===== src/rtl/poison_pkg.sv =====
package poison_pkg;
  typedef struct packed {
    logic resolve;
    logic recover;
  } br_verdict_t;

  function automatic br_verdict_t judge_branch(input logic is_br, input logic src_bad,
                                               input logic pred, input logic taken);
    br_verdict_t v;
    v.resolve = is_br & ~src_bad;
    v.recover = is_br & ~src_bad & (pred ^ taken);
    return v;
  endfunction
endpackage


===== src/rtl/poison_bits.sv =====
module poison_bits #(
  parameter int unsigned NREGS = 64,
  localparam int unsigned TAG_W = $clog2(NREGS)
) (
  input  logic             clk,
  input  logic             rst_n,
  input  logic             clr_i,
  input  logic             wr_en_i,
  input  logic [TAG_W-1:0] wr_tag_i,
  input  logic             wr_inv_i,
  input  logic [TAG_W-1:0] rd_a_tag_i,
  input  logic [TAG_W-1:0] rd_b_tag_i,
  output logic             rd_a_inv_o,
  output logic             rd_b_inv_o
);
  logic [NREGS-1:0] bits_q, bits_d;
  logic             wb_vld_q, wb_vld_d;
  logic [TAG_W-1:0] wb_tag_q;
  logic             wb_inv_q;

  always_comb begin
    bits_d = bits_q;
    if (clr_i) bits_d = '0;
    else if (wb_vld_q) bits_d[wb_tag_q] = wb_inv_q;
    wb_vld_d = wr_en_i & ~clr_i;
  end

  always_ff @(posedge clk or negedge rst_n) begin
    if (!rst_n) begin
      bits_q   <= '0;
      wb_vld_q <= 1'b0;
    end else begin
      bits_q   <= bits_d;
      wb_vld_q <= wb_vld_d;
    end
  end

  always_ff @(posedge clk or negedge rst_n) begin
    if (!rst_n) begin
      wb_tag_q <= '0;
      wb_inv_q <= 1'b0;
    end else if (wb_vld_d) begin
      wb_tag_q <= wr_tag_i;
      wb_inv_q <= wr_inv_i;
    end
  end

  always_comb begin
    rd_a_inv_o = (wb_vld_q && wb_tag_q == rd_a_tag_i) ? wb_inv_q : bits_q[rd_a_tag_i];
    rd_b_inv_o = (wb_vld_q && wb_tag_q == rd_b_tag_i) ? wb_inv_q : bits_q[rd_b_tag_i];
  end

  assert_clear_on_exit_R9: assert property (@(posedge clk) disable iff (!rst_n)
    clr_i |=> (bits_q == '0 && !wb_vld_q));

  assert_valid_write_clears_R4: assert property (@(posedge clk) disable iff (!rst_n)
    (wb_vld_q && !wb_inv_q && !clr_i) |=> !bits_q[$past(wb_tag_q)]);
endmodule


===== src/rtl/poison_gate.sv =====
module poison_gate
  import poison_pkg::*;
(
  input  logic clk,
  input  logic rst_n,
  input  logic vld_i,
  input  logic src_bad_i,
  input  logic is_mem_i,
  input  logic is_br_i,
  input  logic pred_i,
  input  logic taken_i,
  output logic pf_en_o,
  output logic resolve_o,
  output logic recover_o
);
  br_verdict_t verdict;

  always_comb begin
    verdict   = judge_branch(vld_i & is_br_i, src_bad_i, pred_i, taken_i);
    pf_en_o   = vld_i & is_mem_i & ~src_bad_i;
    resolve_o = verdict.resolve;
    recover_o = verdict.recover;
  end

  assert_recover_needs_resolve_R8: assert property (@(posedge clk) disable iff (!rst_n)
    recover_o |-> (resolve_o && (pred_i != taken_i)));
endmodule


===== src/rtl/poison_track.sv =====
module poison_track #(
  parameter int unsigned NREGS = 64,
  localparam int unsigned TAG_W = $clog2(NREGS)
) (
  input  logic             clk,
  input  logic             rst_n,
  input  logic             ahead_i,
  input  logic             exit_i,
  input  logic             iss_vld_i,
  input  logic [TAG_W-1:0] src_a_i,
  input  logic [TAG_W-1:0] src_b_i,
  input  logic             dst_wr_i,
  input  logic [TAG_W-1:0] dst_i,
  input  logic             miss_i,
  input  logic             is_mem_i,
  input  logic             is_br_i,
  input  logic             br_pred_i,
  input  logic             br_taken_i,
  output logic             inv_o,
  output logic             pf_en_o,
  output logic             br_resolve_o,
  output logic             br_recover_o
);
  logic vld, a_bad, b_bad, src_bad, res_inv;

  always_comb begin
    vld     = iss_vld_i & ~exit_i;
    src_bad = a_bad | b_bad;
    res_inv = vld & ((ahead_i & miss_i) | src_bad);
    inv_o   = res_inv;
  end

  poison_bits #(.NREGS(NREGS)) u_bits (
    .clk(clk), .rst_n(rst_n), .clr_i(exit_i),
    .wr_en_i(vld & dst_wr_i), .wr_tag_i(dst_i), .wr_inv_i(res_inv),
    .rd_a_tag_i(src_a_i), .rd_b_tag_i(src_b_i),
    .rd_a_inv_o(a_bad), .rd_b_inv_o(b_bad)
  );

  poison_gate u_gate (
    .clk(clk), .rst_n(rst_n), .vld_i(vld), .src_bad_i(src_bad),
    .is_mem_i(is_mem_i), .is_br_i(is_br_i), .pred_i(br_pred_i), .taken_i(br_taken_i),
    .pf_en_o(pf_en_o), .resolve_o(br_resolve_o), .recover_o(br_recover_o)
  );

  assert_inv_branch_held_R7: assert property (@(posedge clk) disable iff (!rst_n)
    br_resolve_o |-> !(a_bad || b_bad));

  assert_pf_needs_clean_R6: assert property (@(posedge clk) disable iff (!rst_n)
    (pf_en_o && !(ahead_i && miss_i)) |-> !inv_o);

  assert_miss_poisons_R2: assert property (@(posedge clk) disable iff (!rst_n)
    (iss_vld_i && !exit_i && ahead_i && miss_i) |-> inv_o);

  assert_exit_silent_R9: assert property (@(posedge clk) disable iff (!rst_n)
    exit_i |-> !(inv_o || pf_en_o || br_resolve_o || br_recover_o));
endmodule


===== config.mk =====
export PLATFORM = sky130hd
export DESIGN_NAME = poison_track
export DESIGN_NICKNAME = d
export VERILOG_FILES = /design/src/rtl/poison_pkg.sv /design/src/rtl/poison_bits.sv /design/src/rtl/poison_gate.sv /design/src/rtl/poison_track.sv
export SDC_FILE = /design/constraint.sdc
export NUM_CORES = 1
export LEC_CHECK = 0
export ABC_AREA = 1
export BUFFER_PORTS_ARGS = -buffer_cell sky130_fd_sc_hd__buf_2
export CAP_MARGIN = 15
export CORE_ASPECT_RATIO = 1.4
export CORE_UTILIZATION = 55
export DETAILED_ROUTE_END_ITERATION = 16
export PLACE_DENSITY = 0.76
export SKIP_CTS_REPAIR_TIMING = 1
export SLEW_MARGIN = 30
export SYNTH_ARGS = -nofsm -noshare
export SYNTH_HDL_FRONTEND = slang
export SYNTH_SLANG_ARGS = --single-unit

===== constraint.sdc =====
create_clock -name clk -period 2.46 [get_ports clk]
set_input_delay 0.738 -clock clk [delete_from_list [all_inputs] [get_ports clk]]
set_output_delay 0.738 -clock clk [all_outputs]
set_load 0.02 [all_outputs]

==> reports/results.ini <==
[detailed_routing]
final_antenna_net_count = 0
drt_first_pass_iters = 6
drcViolationCount = 0
wl_per_cell_um = 19.0
wl_um = 17100
vias = 5518
post_drt_via_cell_ratio = 6.15
drtIter0Drc = 698

[synthesis]
yosysUniqueCellTypes = 27
synth.yosys.warnings = 0
synth_compound_gate_area_share_pct = 14.9
ys_top_cells_by_area = dfrtp_1, nand2_1, nand3_1
avgSynthCellArea_um2 = 6.64
syn_area_um2 = 4880
muxShareOfSynthArea_pct = 0
synthArstFlopShare_pct = 100
synth_edf_count = 0
yosys_most_used_dff = dfrtp_1
synthSimpleGateAreaFrac_pct = 35.6
synth-seq-area-share_pct = 36.9
synth_common_cells = nand2_1, nand3_1, dfrtp_1
synth_top_area_share_pct = 36.9
synth_top_family_by_area = simple AND/OR/NAND/NOR gates
syn_inst = 735
synthXorXnorAreaFrac_pct = 0.718
synth_fp_nets = 764
synth_most_common_cell = nand2_1
synthAdderAreaFrac_pct = 0
yosys.area.top_type = dfrtp_1
ys_seq_elements = 72

[floorplan]
rows = 40
die_height_um = 113
start_util_pct = 56.7
dieArea_um2 = 9260
core_area_um2 = 8610
io_pins = 33
die_w_um = 81.6

[worst_setup_path]
worst_path_largest_cell_delay_ps = 250
crit_family = simple AND/OR/NAND/NOR gates
cp_data_arrival_time_ps = 2250
crit_chain = buf_16, clkinv_8, buf_6, buf_4, a21oi_1, nand4_1, nand2_1, nand2_2, nand4_1, and2_4, buf_6
worst_setup_path_end_kind = output port
worstPathRequired_ps = 1720
crit_fanout = 8
path_buf_inv = 5
critical_path_class = input pin to output port
slowest_stage = a21oi_1
crit_path_start_kind = input pin

[clock_tree]
root_buffer = clkbuf_16
cts_tree = built
ctsLongestPathBuffers = 2
path_clk_slew_ps = 60
clk_latency_ps = 340
htree_levels = 3
cts_buffers = 9
clock_sinks = 72

[finish]
nets = 816
fin_area_um2 = 6270
fillers = 654
num_antenna_cells = 0
multi_input_area_um2 = 2820
fin_cells = 897
fin_util_pct = 72.8
synthToLayoutAreaGrowth_pct = 28.4
regArea_um2 = 1800
drive_gt1_share_pct = 23.9

[timing]
max_freq_mhz = 334
fin_crit_ps = 2990
period_share_pct = 122
fin_ws_ps = -531
clock-skew-final_ps = 6.06
rsz0062_at_grt = yes
setup_viol = 4
worstMarginPinSlew_ps = 646
slew_viol_final = 0
maxSlewHeadroom_pct = 56.9
finalHoldViolations = 0

[placement]
placedCellCount = 870
gp_congestion = 0.986
io_buffers = 32
post-dp-hpwl_um = 10700
postPlaceCellArea_um2 = 5360

[power]
total_power_w = 0.00335
p_leak_nw = 3.28
powerDensity_nw_per_um2 = 535
vdd_ir_drop_max_mv = 0.445

[status]
status = finished with violations
violations = negative setup slack

[global_route]
grt_max_degree = 73
grt_pass1_vias = 4987
antenna_found_initial = 0
grtUsageTotal_pct = 35.5
overflow = 0
grt_pass1_wl_um = 24700

[hold_path]
hold_path_class = input pin to asynchronous set/reset pin

[run]
cap_violations = 0

==> path summary, 6_finish.rpt <==
kind                                           end  cells past startpoint          startpoint  slack, ps
worst max-delay path                         inv_o                     11          src_b_i[0]       -530
worst min-delay path             u_bits.bits_q[60]                      2               rst_n        420
worst max register to register   u_bits.bits_q[23]                      8  u_bits.wb_tag_q[1]        440
worst min register to register   u_bits.bits_q[28]                      4   u_bits.bits_q[28]        630
max in group asynchronous       u_bits.wb_tag_q[3]                      2               rst_n       1740
min in group clk                u_bits.wb_tag_q[5]                      3            dst_i[5]        600
==> state kept, by name (all words and copies together), names as in the netlist <==
register	count
u_bits.wb_inv_q	1
u_bits.wb_vld_q	1
u_bits.bits_q	64
u_bits.wb_tag_q	6
==> cells in the final DEF, fill, tap and decap left out, types with 2 or more instances in the layout <==
cell	count
a21oi_1	2
a21oi_2	4
a221oi_1	3
a22oi_1	28
a31oi_1	28
buf_12	9
buf_2	23
buf_4	37
buf_6	11
clkbuf_16	15
clkinv_1	2
clkinv_4	3
clkinvlp_4	2
dfrtp_1	72
inv_1	62
inv_2	5
inv_6	2
inv_8	3
nand2_1	265
nand2_2	23
nand3_1	65
nand3_2	34
nand3_4	3
nand4_1	3
nor2_1	4
nor2_4	2
nor3_1	12
nor3_2	2
o21ai_0	45
o21ai_1	6
o22ai_1	2
xnor2_1	2
xor2_1	2
==> worst register-to-register path: cells and delay by family (launching register included) <==
| kind | cells | cell delay, ps |
|---|---|---|
| AO/OA/AOI/OAI | 1 | 200 |
| flip-flops | 1 | 480 |
| buffers and inverters | 4 | 590 |
| AND/OR/NAND/NOR | 3 | 650 |
==> per-stage QoR <==
| step | TNS [ps] | hold WS, ps | setup slack, ps |
|---|---|---|---|
| finish | -1910 | 422 | -531 |
| global route | -2100 | 457 | -592 |
| CTS | -2060 | 437 | -582 |
| detailed placement | -2030 | 606 | -557 |
| global placement | -1850 | 595 | -519 |
| floorplan | -580 | 442 | -190 |
==> kinds of logic (layout without fill, tap and decap cells) <==
| kind of cell | after synthesis | count (layout) |
|---|---|---|
| buffers and inverters | 122 | 179 |
| xor gates and xnor gates | 4 | 4 |
| AOI/OAI and AO/OA | 120 | 120 |
| DFF | 72 | 72 |
| and+or+nand+nor | 417 | 417 |
==> metal layers <==
metal	vias up	routed length [um]	GRT usage, %	share of wire [%]
met5	-	0	0	0
met4	0	1220	21.3	7.2
met3	106	1320	5.28	7.7
met2	325	8190	58.1	48
met1	2552	6340	43.5	37
li1	2535	-	-	-
==> power by group <==
| group | internal, W | switching, W | total (W) |
|---|---|---|---|
| Clock | 0.000816 | 0.000528 | 0.00134 |
| Sequential | 0.00121 | 0.0000420 | 0.00126 |
| Combinational | 0.000273 | 0.000481 | 0.000753 |
| Total | 0.00230 | 0.00105 | 0.00335 |
==> cell type report <==
class,instances,area share [%]
Inverter,74,5.05
Clock inverter,6,1.10
Sequential cell,72,28.7
Tap cell,105,2.10
Clock buffer,10,3.81
Multi-Input combinational cell,541,45.0
Timing Repair inverter,2,0.279
Timing Repair Buffer,87,14.0
Note: power is estimated with default switching activity, not from simulation.
